**config.mk**
```make
export PLATFORM = sky130hd
export DESIGN_NAME = async_tx
export DESIGN_NICKNAME = d
export VERILOG_FILES = /design/src/rtl/atx_pkg.sv /design/src/rtl/atx_buffer.sv /design/src/rtl/atx_shifter.sv /design/src/rtl/atx_rts.sv /design/src/rtl/async_tx.sv
export SDC_FILE = /design/constraint.sdc
export NUM_CORES = 1
export LEC_CHECK = 0
export BUFFER_PORTS_ARGS = -buffer_cell sky130_fd_sc_hd__buf_2
export CORE_AREA = 5 5 61 63
export CTS_CLUSTER_SIZE = 14
export DETAILED_ROUTE_END_ITERATION = 8
export DIE_AREA = 0 0 66 68
export PLACE_DENSITY = 0.82
export SLEW_MARGIN = 15
export SYNTH_ARGS = -nofsm -noshare
export SYNTH_HDL_FRONTEND = slang
export SYNTH_SLANG_ARGS = --single-unit
```
**constraint.sdc**
```tcl
create_clock -name clk -period 4.3 [get_ports clk]
set_input_delay 1.29 -clock clk [delete_from_list [all_inputs] [get_ports clk]]
set_output_delay 1.29 -clock clk [all_outputs]
set_load 0.01 [all_outputs]
```
**src/rtl/atx_pkg.sv**
```systemverilog
package atx_pkg;

    parameter int DATA_W   = 8;
    parameter int MIN_BITS = 5;
    parameter int STOP_MAX = 2;
    parameter int LEN_W    = 2;

    localparam int FRAME_W = 1 + DATA_W + 1 + STOP_MAX;
    localparam int CNT_W   = $clog2(FRAME_W + 1);

    typedef struct packed {
        logic [LEN_W-1:0] len;
        logic             par_en;
        logic             par_odd;
        logic             two_stop;
    } fmt_t;

    // Whole frame, LSB goes out first; unused upper positions are marking.
    function automatic logic [FRAME_W-1:0] frame_bits(logic [DATA_W-1:0] d, fmt_t f);
        logic [FRAME_W-1:0] fr;
        logic               p;
        int                 n;
        n  = MIN_BITS + int'(f.len);
        fr = '1;
        fr[0] = 1'b0;
        p  = f.par_odd;
        for (int i = 0; i < DATA_W; i++) begin
            if (i < n) begin
                fr[i+1] = d[i];
                p       = p ^ d[i];
            end
        end
        if (f.par_en) fr[n+1] = p;
        return fr;
    endfunction

    function automatic logic [CNT_W-1:0] frame_len(fmt_t f);
        int n;
        n = 2 + MIN_BITS + int'(f.len) + int'(f.par_en) + int'(f.two_stop);
        return CNT_W'(n);
    endfunction

endpackage

```
**src/rtl/atx_buffer.sv**
```systemverilog
module atx_buffer
    import atx_pkg::*;
(
    input  logic              clk,
    input  logic              rst,
    input  logic              wr_stb,
    input  logic [DATA_W-1:0] wr_data,
    input  logic              take,
    output logic              full,
    output logic [DATA_W-1:0] data
);
    always_ff @(posedge clk) begin
        if (rst) begin
            full <= 1'b0;
            data <= '0;
        end else if (wr_stb) begin
            full <= 1'b1;
            data <= wr_data;
        end else if (take) begin
            full <= 1'b0;
        end
    end
endmodule

```
**src/rtl/atx_shifter.sv**
```systemverilog
module atx_shifter
    import atx_pkg::*;
(
    input  logic              clk,
    input  logic              rst,
    input  logic              tick,
    input  logic              en,
    input  logic              full,
    input  logic [DATA_W-1:0] data,
    input  fmt_t              fmt,
    output logic              take,
    output logic              busy,
    output logic              ending,
    output logic              line
);
    logic [FRAME_W-1:0] sh;
    logic [CNT_W-1:0]   cnt;
    logic               last_bit;
    logic               start_ok;

    assign last_bit = busy && (cnt == CNT_W'(1));
    assign start_ok = full && en;
    assign take     = tick && start_ok && (!busy || last_bit);
    assign ending   = tick && last_bit && !start_ok;
    assign line     = busy ? sh[0] : 1'b1;

    always_ff @(posedge clk) begin
        if (rst) begin
            sh   <= '1;
            cnt  <= '0;
            busy <= 1'b0;
        end else if (take) begin
            sh   <= frame_bits(data, fmt);
            cnt  <= frame_len(fmt);
            busy <= 1'b1;
        end else if (tick && busy) begin
            if (last_bit) begin
                busy <= 1'b0;
            end else begin
                sh  <= {1'b1, sh[FRAME_W-1:1]};
                cnt <= cnt - CNT_W'(1);
            end
        end
    end
endmodule

```
**src/rtl/atx_rts.sv**
```systemverilog
module atx_rts (
    input  logic clk,
    input  logic rst,
    input  logic tick,
    input  logic rts_ctl,
    input  logic ending,
    input  logic busy,
    input  logic full,
    output logic rts_n
);
    logic act;
    logic pend;

    always_ff @(posedge clk) begin
        if (rst) begin
            act  <= 1'b0;
            pend <= 1'b0;
        end else if (rts_ctl) begin
            act  <= 1'b1;
            pend <= 1'b0;
        end else if (act && tick) begin
            if (pend) begin
                if (!busy && !full) act <= 1'b0;
                pend <= 1'b0;
            end else if ((ending || !busy) && !full) begin
                pend <= 1'b1;
            end
        end
    end

    assign rts_n = !act;
endmodule

```
**src/rtl/async_tx.sv**
```systemverilog
module async_tx
    import atx_pkg::*;
(
    input  logic              clk,
    input  logic              rst,
    input  logic              bit_tick,
    input  logic              wr_stb,
    input  logic [DATA_W-1:0] wr_data,
    input  logic              tx_en,
    input  logic              rts_ctl,
    input  logic              brk_ctl,
    input  logic [LEN_W-1:0]  char_len,
    input  logic              par_en,
    input  logic              par_odd,
    input  logic              two_stop,
    output logic              txd,
    output logic              rts_n,
    output logic              buf_empty
);
    fmt_t              fmt;
    logic              hold_full;
    logic [DATA_W-1:0] hold_data;
    logic              sh_take;
    logic              sh_busy;
    logic              sh_ending;
    logic              sh_line;
    logic              txd_q;

    assign fmt = '{len: char_len, par_en: par_en, par_odd: par_odd, two_stop: two_stop};

    atx_buffer u_buf (
        .clk     (clk),
        .rst     (rst),
        .wr_stb  (wr_stb),
        .wr_data (wr_data),
        .take    (sh_take),
        .full    (hold_full),
        .data    (hold_data)
    );

    atx_shifter u_shf (
        .clk    (clk),
        .rst    (rst),
        .tick   (bit_tick),
        .en     (tx_en),
        .full   (hold_full),
        .data   (hold_data),
        .fmt    (fmt),
        .take   (sh_take),
        .busy   (sh_busy),
        .ending (sh_ending),
        .line   (sh_line)
    );

    atx_rts u_rts (
        .clk     (clk),
        .rst     (rst),
        .tick    (bit_tick),
        .rts_ctl (rts_ctl),
        .ending  (sh_ending),
        .busy    (sh_busy),
        .full    (hold_full),
        .rts_n   (rts_n)
    );

    always_ff @(posedge clk) begin
        if (rst) txd_q <= 1'b1;
        else     txd_q <= brk_ctl ? 1'b0 : sh_line;
    end

    assign txd       = txd_q;
    assign buf_empty = !hold_full;
endmodule

```
-- Word level (Yosys, flattened, before mapping)
Index checks and enable logic that the tools add are counted.
- $add $sub $neg: 6
- order comparisons: 10
- eq/ne operators: 2
- mux-type cells: 71
- bitwise gates (word level): 8
- reductions and logical operators: 27
- operators with widths (kind ; number):
    4-bit by 32-bit less-than comparator with 1-bit output, first input constant ; 4
    3-bit by 32-bit less-than comparator with 1-bit output, first input constant ; 2
    1-bit two-way mux ; 62
    12-bit two-way mux ; 4
    32-bit by 2-bit adder with 32-bit output, second input constant ; 1
    32-bit by 1-bit greater-or-equal comparator with 1-bit output, second input constant ; 1
    1-bit by 32-bit less-than comparator with 1-bit output, first input constant ; 1
    2-bit by 32-bit less-than comparator with 1-bit output, first input constant ; 1
    32-bit by 6-bit less-than comparator with 1-bit output, second input constant ; 1
    12-bit bitwise mux ; 1
    4-bit two-way mux ; 3
    2-bit nonzero test ; 6
    1-bit logical AND ; 11
    3-bit by 2-bit adder with 4-bit output, first input constant ; 2
    4-bit by 2-bit adder with 4-bit output ; 2
    1-bit XOR ; 8
    1-bit demux with 4-bit select ; 1
    4-bit by 1-bit equality test with 1-bit output, second input constant ; 1
    1-bit logical NOT ; 4
    2-bit AND reduction ; 2
    4-bit by 1-bit subtractor with 4-bit output, second input constant ; 1
    3-bit AND reduction ; 1
    1-bit logical OR ; 2
    2-bit inequality test, second input constant ; 1
    2-bit OR reduction ; 1
- bits in registers: 29
- bits of input ports: 20
- word-level logic and storage cells: 132

-- Logic depth before layout (Yosys ltp)
Gate-level depths: netlist of run 1.
- depth after elaboration: 37
- mapped depth: 11
- gate-level depth less buffers: 10

-- Hierarchy
From an unflattened synthesis of run 1, not the netlist that was laid out.
- cells, all modules: 208
- area, all modules: 1788.0 um^2
- by module, submodules not included (module ; times used ; cells each ; area an instance (um^2) ; seq. area each (um^2)):
    atx_shifter ; 1 ; 163 ; 1333.8 ; 340.3
    atx_buffer ; 1 ; 30 ; 321.6 ; 180.2
    atx_rts ; 1 ; 11 ; 97.6 ; 40.0
    async_tx ; 1 ; 4 ; 35.0 ; 20.0

-- Worst setup path before layout of run 1
OpenSTA, ideal clock, no wires.
- kind: input to register
- start point: input char_len[1]
- end point: register u_shf.sh[5]
- data arrival time: 3.001 ns
- data required time: 4.167 ns
- path slack: 1.167 ns
- cell stages on the path: 11
- buffers on the path: 1
- path through: buf_4 -> inv_1 -> nor2_1 -> inv_1 -> ha_1 -> nor2b_1 -> xnor2_1 -> xnor2_4 -> xnor2_1 -> a2111oi_1 -> a31oi_1
- word-level cells in the longest chain between the ends: 36
- ends and longest elaborated chain (what ; line ; source):
    from (decl) ; async_tx.sv:12 ; input logic [LEN_W-1:0] char_len,
    3-bit by 2-bit adder with 4-bit output * ; atx_pkg.sv:23 ; n = MIN_BITS + int'(f.len);
    1-bit by 32-bit less-than comparator with 1-bit output ; atx_pkg.sv:28 ; if (i < n) begin
    1-bit two-way mux ; atx_pkg.sv:28 ;
    1-bit two-way mux ; atx_shifter.sv:32 ; end else if (take) begin
    1-bit two-way mux ; atx_shifter.sv:28 ; if (rst) begin
    1-bit XOR ; atx_pkg.sv:30 ; p = p ^ d[i];
    1-bit two-way mux ; atx_pkg.sv:28 ;
    1-bit two-way mux ; atx_shifter.sv:32 ;
    [... 20 more ...] ; -- ;
    1-bit two-way mux ; atx_shifter.sv:28 ;
    1-bit XOR ; atx_pkg.sv:30 ;
    1-bit two-way mux ; atx_pkg.sv:28 ;
    1-bit two-way mux ; atx_shifter.sv:32 ;
    1-bit two-way mux ; atx_shifter.sv:28 ;
    12-bit bitwise mux ; atx_pkg.sv:33 ; if (f.par_en) fr[n+1] = p;
    12-bit two-way mux * ; atx_pkg.sv:33 ;
    12-bit two-way mux * ; atx_shifter.sv:32 ;
    to (signal assigned) ; atx_shifter.sv:33 ; sh <= frame_bits(data, fmt);
    to (signal assigned) ; atx_shifter.sv:40 ; sh <= {1'b1, sh[FRAME_W-1:1]};
    to (decl) ; atx_shifter.sv:16 ; logic [FRAME_W-1:0] sh;
Every way passes the cells marked *; elsewhere a longest branch is shown, timed or not. The select of a mux whose other input is x is not followed.
A chain may end at the register's enable or synchronous reset.

-- Worst setup path in the final report of run 1
Ends and elaborated chain as after synthesis.

==> out/results.ini, run 1 <==
[drt]
drc_errors=0
vias=1507
dr.pass1.iters=4
drt_iter0_markers=92
avgRoutedWirePerCell_um=13.9
routed_wl_um=3780
ant_nets=0
viasPerCell=5.52

[worst_setup_path]
cp_slowest_cell=a2111oi_1
path_cells=buf_2, inv_1, nor2_1, inv_1, ha_1, nor2b_1, xnor2_1, xnor2_4, xnor2_1, a2111oi_1, a31oi_1
crit_family=XOR/XNOR gates
cp.arrival_ns=3.29
cp-end-kind=flip-flop
critPathMaxFanout=8
critPathLaunchType=input port
worstPathRequired_ns=4.52
critPathKind=input port to flip-flop
slowest_delay_ns=0.43
crit_buf_inv=3

[yosys]
synth_top_area_share_pct=35.0
synth_area_mm2=0.00166
yosys.area.top_type=dfxtp_1
yosysWarnings=0
syn_inst=205
synthArstFlopShare_pct=0
avgSynthCellArea_um2=8.09
yosysSeqAreaShare_pct=35.0
synth.net_count=233
ys_types=42
ys_top_cells_by_area=dfxtp_1 (35%), mux2i_1 (5.4%), ha_1 (5.3%)
synth_edf_count=0
synthFlopType=dfxtp_1
synth-seq-cells=29

[clock_tree]
cts_resized=0
clock_latency_ns=0.34
htreeDepth=2
clk_pin_slew_ns=0.10
cts.hold.buffers_added=0
cts_tree=yes
cts_setup_buffers=0
cts_made_buffers=5
numClockSinks=29
root_buffer=clkbuf_4
cts_buffer_depth=2

[timing]
fin_worst_skew_ns=0.00649
rsz0062_at_grt=false
whs_ns=0.479
finalSetupViolations=0
fmax_mhz=326
slew_headroom_pct=66.2
final.min_clock_period_ns=3.07
fin_tns_setup_ns=0
hold_viol_final=0
period_share_pct=71.4
maxSlewViolCount=0
tightest_slew_ns=0.507

[floorplanning]
fp.dieH_um=68
core_area_mm2=0.00318
initial_utilization_pct=52.2
fp-row-count=21
pin_count=23
design.die.area_mm2=0.00449
die_w_um=66

[grt]
grt_overflow=0
grt_max_degree=28
first_global_vias=1403
track_usage_pct=19.1
antenna_found_initial=0
grt_pass1_wl_um=6420

[cells_and_area]
diodes=0
utilization_pct=59.1
final_common_cell=dfxtp_1
drive_gt1_share_pct=15.0
final_cell_mix=dfxtp_1 (29), nor2_1 (22), buf_2 (22), nand2_1 (20)
final_nets=254
fin_area_mm2=0.00188
synthToLayoutAreaGrowth_pct=13.3

[power_and_ir_drop]
intPower_uw=482
clockPowerShare_pct=35.5
p_comb_share_pct=20.5
switching_share_pct=28.2
ir_drop_v=0.000262
seq_power_share_pct=44.0
p_switching_uw=190
power_leakage_uw=0.000781
power_per_cell_area_mw_per_mm2=357

[placement]
place_congestion=0.926
hpwl_um=2780
placed_area_mm2=0.00180
port_buffers=22

[job]
maxCapViolations=0

[run_status]
status=finished clean

[worst_hold_path]
hold_class=flip-flop to flip-flop

layer usage:
layer	up-vias	GRT usage, %	share of wire (%)
met5	-	0	0
met2	48	32.0	48
met1	694	21.8	42
met3	11	6.73	6.7
li1	754	-	-
met4	0	9.14	2.6
through the flow:
step / instances / power, µW / worst slack [ns]
3_5_place_dp: 265 / 439 / 0.892
3_3_place_gp: 265 / 434 / 0.994
4_1_cts: 273 / 675 / 1.23
6_report: 273 / 672 / 1.23
5_1_grt: 273 / 713 / 1.01
2_1_floorplan: 205 / 405 / 1.17
tightest hold or removal path, stage by stage, from the launching register on:
cell	delay [ns]
dfxtp_1	0.33
nand2_1	0.06
a21oi_1	0.05
power groups by stage:
stage | Sequential (µW) | Clock (µW) | Combinational, µW
finish | 296 | 238 | 138
global route | 298 | 260 | 154
floorplan | 298 | 0 | 106
detailed placement | 302 | 0 | 137
global placement | 301 | 0 | 133
CTS | 296 | 241 | 138
cell type report:
cell class / instances / area [µm²]
fillers: 308 / 1300
multi-input cells: 154 / 991
flip-flops and latches: 29 / 581
repair buffers: 23 / 118
well taps: 46 / 57.6
clock buffers: 7 / 55.1
inverters: 13 / 48.8
clock inverters: 1 / 30.0
registers in the layout, indices dropped and copies added (netlist names):
register and count:
u_shf.sh 12, u_rts.pend 1, txd 1, u_buf.data 8, u_buf.full 1, u_shf.cnt 4, u_rts.act 1, u_shf.busy 1
cell usage after synthesis, drive strengths merged, types with 2 or more instances:
master and n:
a2111oi 2, nor3 13, or3 3, nor2b 5, nand2 20, a211oi 2, ha 7, o21ai 13
xor2 4, and3 4, o21bai 2, dfxtp 29, nand3 8, buf 2, a22oi 2, nor2 22
inv 13, mux2i 9, a31oi 4, clkbuf 7, xnor2 8, a21oi 11
final timing paths:
path / startpoint / end / slack (ns) / cells after the start
max: char_len[1] / u_shf.sh[5] / 1.23 / 11
min reg2reg: u_shf.cnt[1] / u_shf.cnt[1] / 0.48 / 2
max reg2reg: u_shf.cnt[0] / u_shf.cnt[2] / 1.99 / 6
min: u_shf.cnt[1] / u_shf.cnt[1] / 0.48 / 2
cell families after synthesis:
family                     synth area share [%]
DFF                                        35.0
muxes                                      5.43
AOI/OAI and AO/OA                          17.2
and+or+nand+nor                            22.7
buffers and inverters                      5.28
xor gates and xnor gates                   7.92
adders and majority gates                  6.49
Power figures use the tool's default switching activity.
==> run 2, diff against run 1 <==
Clock period 4.3 ns to 3.2 ns, I/O delays scaled along.
==> run 2 against run 1 <==
Final area unchanged. Global-route usage decreased by 1.4 points. Combinational power increased by 32%. Non-clock buffer count unchanged. Highest routed layer unchanged. Critical endpoint unchanged. Largest cell class unchanged. Sequential power increased by 34%. Critical path depth unchanged.
==> out/results.ini, run 2 (synthesis results as in run 1) <==
[run_status]
status=finished clean

[clock_tree]
cts_buffer_depth=2  ; unchanged
cts_tree=yes
clk_pin_slew_ns=0.09  ; about the same
root_buffer=clkbuf_4
htreeDepth=2  ; unchanged
numClockSinks=29  ; unchanged
cts_made_buffers=5  ; unchanged
clock_latency_ns=0.33  ; about the same
cts.hold.buffers_added=0  ; unchanged
cts_setup_buffers=0  ; unchanged
cts_resized=0  ; unchanged

[drt]
drt_iter0_markers=73  ; -21%
vias=1502  ; -0.33%
avgRoutedWirePerCell_um=13.3  ; -3.8%
routed_wl_um=3640  ; -3.8%
dr.pass1.iters=4  ; unchanged
ant_nets=0  ; unchanged
drc_errors=0  ; unchanged
viasPerCell=5.50  ; -0.33%

[timing]
fin_tns_setup_ns=0  ; unchanged
slew_headroom_pct=67.3  ; +1.1 points
fmax_mhz=365
tightest_slew_ns=0.491  ; -0.0161 ns
maxSlewViolCount=0  ; unchanged
rsz0062_at_grt=false
period_share_pct=85.6
hold_viol_final=0  ; unchanged
whs_ns=0.477  ; -0.00234 ns
finalSetupViolations=0  ; unchanged
fin_worst_skew_ns=0.00552  ; -0.000968 ns
final.min_clock_period_ns=2.74

[power_and_ir_drop]
power_per_cell_area_mw_per_mm2=476  ; +33%
power_leakage_uw=0.000781  ; unchanged
ir_drop_v=0.000250  ; -4.5%
p_total_uw=896  ; +33%

[floorplanning]
initial_utilization_pct=52.2  ; unchanged
fp-row-count=21  ; unchanged
fp.dieH_um=68  ; unchanged
design.die.area_mm2=0.00449  ; unchanged
die_w_um=66  ; unchanged
core_area_mm2=0.00318  ; unchanged
pin_count=23  ; unchanged

[grt]
top_usage_layer=met2
antenna_found_initial=0  ; unchanged
grtUsageMet1_pct=22.3  ; +0.47 points
use_met3_pct=5.25  ; -1.5 points
grt_overflow=0  ; unchanged
first_global_vias=1308  ; -6.8%
grt_pass1_wl_um=6020  ; -6.2%
track_usage_pct=17.7  ; -1.4 points
met2_usage_pct=28.0  ; -4.0 points
grt_max_degree=28  ; unchanged

[cells_and_area]
synthToLayoutAreaGrowth_pct=13.3  ; unchanged
drive_gt1_share_pct=15.0  ; unchanged
largestRegisters=u_shf.sh: 12 flops, u_buf.data: 8 flops, u_shf.cnt: 4 flops
final_nets=254  ; unchanged
final_cell_mix=dfxtp_1 (29), nor2_1 (22), buf_2 (22), nand2_1 (20)
utilization_pct=59.1  ; unchanged
layout.filler_cells=300  ; -2.6%
largest_register=u_shf.sh
largest_register_ffs=12  ; unchanged
final_common_cell=dfxtp_1
diodes=0  ; unchanged

[worst_setup_path]
critPathLaunchType=input port
path_cells=buf_2, inv_1, nor2_1, inv_1, ha_1, nor2b_1, xnor2_1, xnor2_4, xnor2_1, a2111oi_1, a31oi_1
worstPathRequired_ns=3.40  ; -1.12 ns
r2r_cells=6  ; unchanged
r2r_slack_ns=0.91  ; -1.08 ns
startpoint=char_len[1]
critPathMaxFanout=8  ; unchanged
timing.rr.end=u_shf.cnt[2]
rr_startpoint=u_shf.cnt[0]
cp_slowest_cell=a2111oi_1
cp-end-kind=flip-flop
cp.arrival_ns=2.94  ; -0.35 ns
critPathKind=input port to flip-flop
slowest_delay_ns=0.43  ; about the same
crit_end=u_shf.sh[5]

[placement]
port_buffers=22  ; unchanged
hpwl_um=2650  ; -4.6%
place_congestion=0.894  ; -3.4%

[worst_hold_path]
hold_start=u_shf.sh[10]
hold_class=flip-flop to flip-flop

[job]
maxCapViolations=0  ; unchanged

-- run 2: worst min path at each step --
stage	end	slack (ns)	cells past startpoint
4_1_cts	u_shf.cnt[1]	0.48	2
2_1_floorplan	u_shf.sh[10]	0.43	2
5_1_grt	u_shf.sh[1]	0.51	2
3_3_place_gp	u_shf.sh[10]	0.45	2
3_5_place_dp	u_shf.sh[10]	0.46	2
6_report	u_shf.sh[10]	0.48	2
-- run 2: per-layer routing --
layer / up-vias / part of all wire, %
met5: - / 0
met4: 0 / 3.2
met3: 14 / 6.3
met2: 47 / 46
met1: 686 / 45
li1: 755 / -
-- run 2: critical path: cells and delay by family --
| kind | cells | cell delay [ns] |
|---|---|---|
| AOI/OAI and AO/OA | 2 | 0.50 |
| adders and majority gates | 1 | 0.22 |
| xor gates and xnor gates | 3 | 0.57 |
| buffers and inverters | 3 | 0.36 |
| and+or+nand+nor | 2 | 0.32 |
-- run 2: report_power, final --
part / leakage (µW) / switching (µW) / internal, µW / total (µW)
clock: 0.0000455 / 130 / 186 / 317
sequential: 0.000238 / 16.0 / 381 / 397
combinational: 0.000498 / 101 / 80.5 / 182
total: 0.000781 / 248 / 648 / 896
-- run 2: final cells by class --
class                           count  area [µm²]  share of cell area [%]
Sequential cell                    29         581                    30.9
Clock buffer                        7        55.1                    2.93
Timing Repair Buffer               23         118                    6.25
Inverter                           13        48.8                    2.59
Tap cell                           46        57.6                    3.06
Multi-Input combinational cell    154         991                    52.7
Clock inverter                      1        30.0                    1.60
-- run 2: through the flow --
stage                     instances  setup WS, ns  instance area, µm²
final                           273         0.462                1880
after global routing            273         0.295                1880
after CTS                       273         0.473                1880
after detailed placement        265         0.137                1800
after global placement          265         0.225                1800
after floorplan                 205         0.397                1660
==> run 3, diff against run 2 <==
Settings changed: CELL_PAD_IN_SITES_DETAIL_PLACEMENT set to 1, CELL_PAD_IN_SITES_GLOBAL_PLACEMENT set to 1, CORE_AREA 5 5 61 63 to 5 5 69 71, DIE_AREA 0 0 66 68 to 0 0 74 76, PLACE_DENSITY 0.82 to 0.83.
==> run 3 against run 2 <==
Total power is essentially flat. Clock power is 3% lower. First-iteration DRC count grew 4.1%. Via count increased by 1.5%. Critical path depth is the same. Clock-buffer cell count is the same. Worst hold slack got worse by 0.0089 ns. Non-clock buffer count is the same. Register-to-register slack worse by 0.04 ns. Cell count is 1.8% higher. Global-route usage shrank 0.44 points. Maximum frequency down 4.2%. Critical endpoint is now u_shf.sh[1]. Largest cell class unchanged. Highest routed layer unchanged.
==> out/results.ini, run 3 (synthesis results as in run 1) <==
[run_status]
status=finished clean

[clock_tree]
numClockSinks=29  ; unchanged
clk_pin_slew_ns=0.07  ; -0.02 ns
clock_latency_ns=0.28  ; -0.05 ns
htreeDepth=2  ; unchanged
cts_setup_buffers=0  ; unchanged
cts_tree=yes
cts.hold.buffers_added=0  ; unchanged
cts_buffer_depth=2  ; unchanged
cts_resized=0  ; unchanged
cts_made_buffers=5  ; unchanged
root_buffer=clkbuf_8

[timing]
fin_worst_skew_ns=0.00622  ; +0.000699 ns
final.min_clock_period_ns=2.86  ; +0.120 ns
rsz0062_at_grt=false
tightest_slew_ns=0.510  ; +0.0193 ns
fin_tns_setup_ns=0  ; unchanged
hold_viol_final=0  ; unchanged
slew_headroom_pct=66.0  ; -1.3 points
fmax_mhz=350  ; -4.2%
maxSlewViolCount=0  ; unchanged
finalSetupViolations=0  ; unchanged
whs_ns=0.468  ; -0.00893 ns
period_share_pct=89.3  ; +3.7 points

[cells_and_area]
layout.cells.non_filler=278  ; +1.8%
final_cell_mix=dfxtp_1 (29), nor2_1 (22), buf_2 (22), nand2_1 (20)
utilization_pct=45.3  ; -14 points
layout.filler_cells=529  ; +76%
largestRegisters=u_shf.sh: 12 flops, u_buf.data: 8 flops, u_shf.cnt: 4 flops
largest_register=u_shf.sh
drive_gt1_share_pct=14.6  ; -0.38 points
synthToLayoutAreaGrowth_pct=13.9
final_nets=254  ; unchanged
diodes=0  ; unchanged
largest_register_ffs=12  ; unchanged
final_common_cell=dfxtp_1

[floorplanning]
core_area_mm2=0.00417  ; +31%
design.die.area_mm2=0.00562  ; +25%
pin_count=23  ; unchanged
die_w_um=74  ; +12%
fp-row-count=24  ; +14%
fp.dieH_um=76  ; +12%
initial_utilization_pct=39.7  ; -12 points

[drt]
dr.pass1.iters=4  ; unchanged
drt_iter0_markers=76  ; +4.1%
drc_errors=0  ; unchanged
vias=1524  ; +1.5%
routed_wl_um=4420  ; +21%
viasPerCell=5.48  ; -0.36%
avgRoutedWirePerCell_um=15.9  ; +19%
ant_nets=0  ; unchanged

[power_and_ir_drop]
power_per_cell_area_mw_per_mm2=474  ; -0.52%
p_total_uw=895  ; about the same
power_leakage_uw=0.000780  ; -0.15%
ir_drop_v=0.000215  ; -14%

[placement]
place_congestion=0.873  ; -2.3%
hpwl_um=3250  ; +23%
port_buffers=22  ; unchanged
dp.cells=271  ; +2.3%

[grt]
first_global_vias=1564  ; +20%
antenna_found_initial=0  ; unchanged
grt_overflow=0  ; unchanged
grt_max_degree=28  ; unchanged
track_usage_pct=17.2  ; -0.44 points
grt_pass1_wl_um=7470  ; +24%

[worst_setup_path]
cp.arrival_ns=3.01  ; +0.07 ns
critPathMaxFanout=8  ; unchanged
worstPathRequired_ns=3.35  ; -0.05 ns
critPathLaunchType=input port
critPathKind=input port to flip-flop
cp-end-kind=flip-flop

[worst_hold_path]
hold_class=flip-flop to flip-flop

[job]
maxCapViolations=0  ; unchanged

==> run 3: cell count changes in the layout (fill, tap and decap cells not counted), sizes merged <==
cell / delta
bufinv: -1
==> run 3: path summary, 6_finish.rpt <==
check                                    end  slack, ns  cells past startpoint          from
worst max-delay path             u_shf.sh[1]       0.34                     11   char_len[1]
worst min-delay path            u_shf.cnt[1]       0.47                      2  u_shf.cnt[1]
worst max register to register  u_shf.cnt[2]       0.87                      6  u_shf.cnt[0]
worst min register to register  u_shf.cnt[1]       0.47                      2  u_shf.cnt[1]
==> run 3: metrics by stage <==
stage	setup WS (ns)	area, µm²
floorplan	0.397	1660
global placement	0.208	1800
detailed placement	0.0933	1800
CTS	0.359	1890
global route	0.197	1890
finish	0.342	1890
==> run 3: power by group <==
group / total (µW) / internal (µW) / switching (µW)
Sequential: 398 / 382 / 16.7
Clock: 308 / 170 / 138
Combinational: 189 / 81.1 / 107
==> run 3: final cells by class <==
type	instances	area, µm²	share of cell area, %
Tap cell	52	65.1	3.44
Inverter	13	48.8	2.58
Timing Repair Buffer	23	118	6.23
Clock buffer	7	86.3	4.57
Multi-Input combinational cell	154	991	52.5
Sequential cell	29	581	30.7
==> run 3: routing by layer <==
| layer | track usage (%) | wire length (µm) | vias up |
|---|---|---|---|
| li1 | - | - | 757 |
| met1 | 20.5 | 1910 | 726 |
| met2 | 29.5 | 2260 | 35 |
| met3 | 4.49 | 174 | 6 |
| met4 | 5.43 | 65 | 0 |
| met5 | 0 | 0 | - |
==> run 3: critical path: stages <==
cell and delay, ns:
buf_2 0.18, inv_1 0.09, nor2_1 0.18, inv_1 0.11, ha_1 0.22, nor2b_1 0.14, xnor2_1 0.23, xnor2_4 0.21
xnor2_1 0.14, a2111oi_0 0.45, a31oi_1 0.08
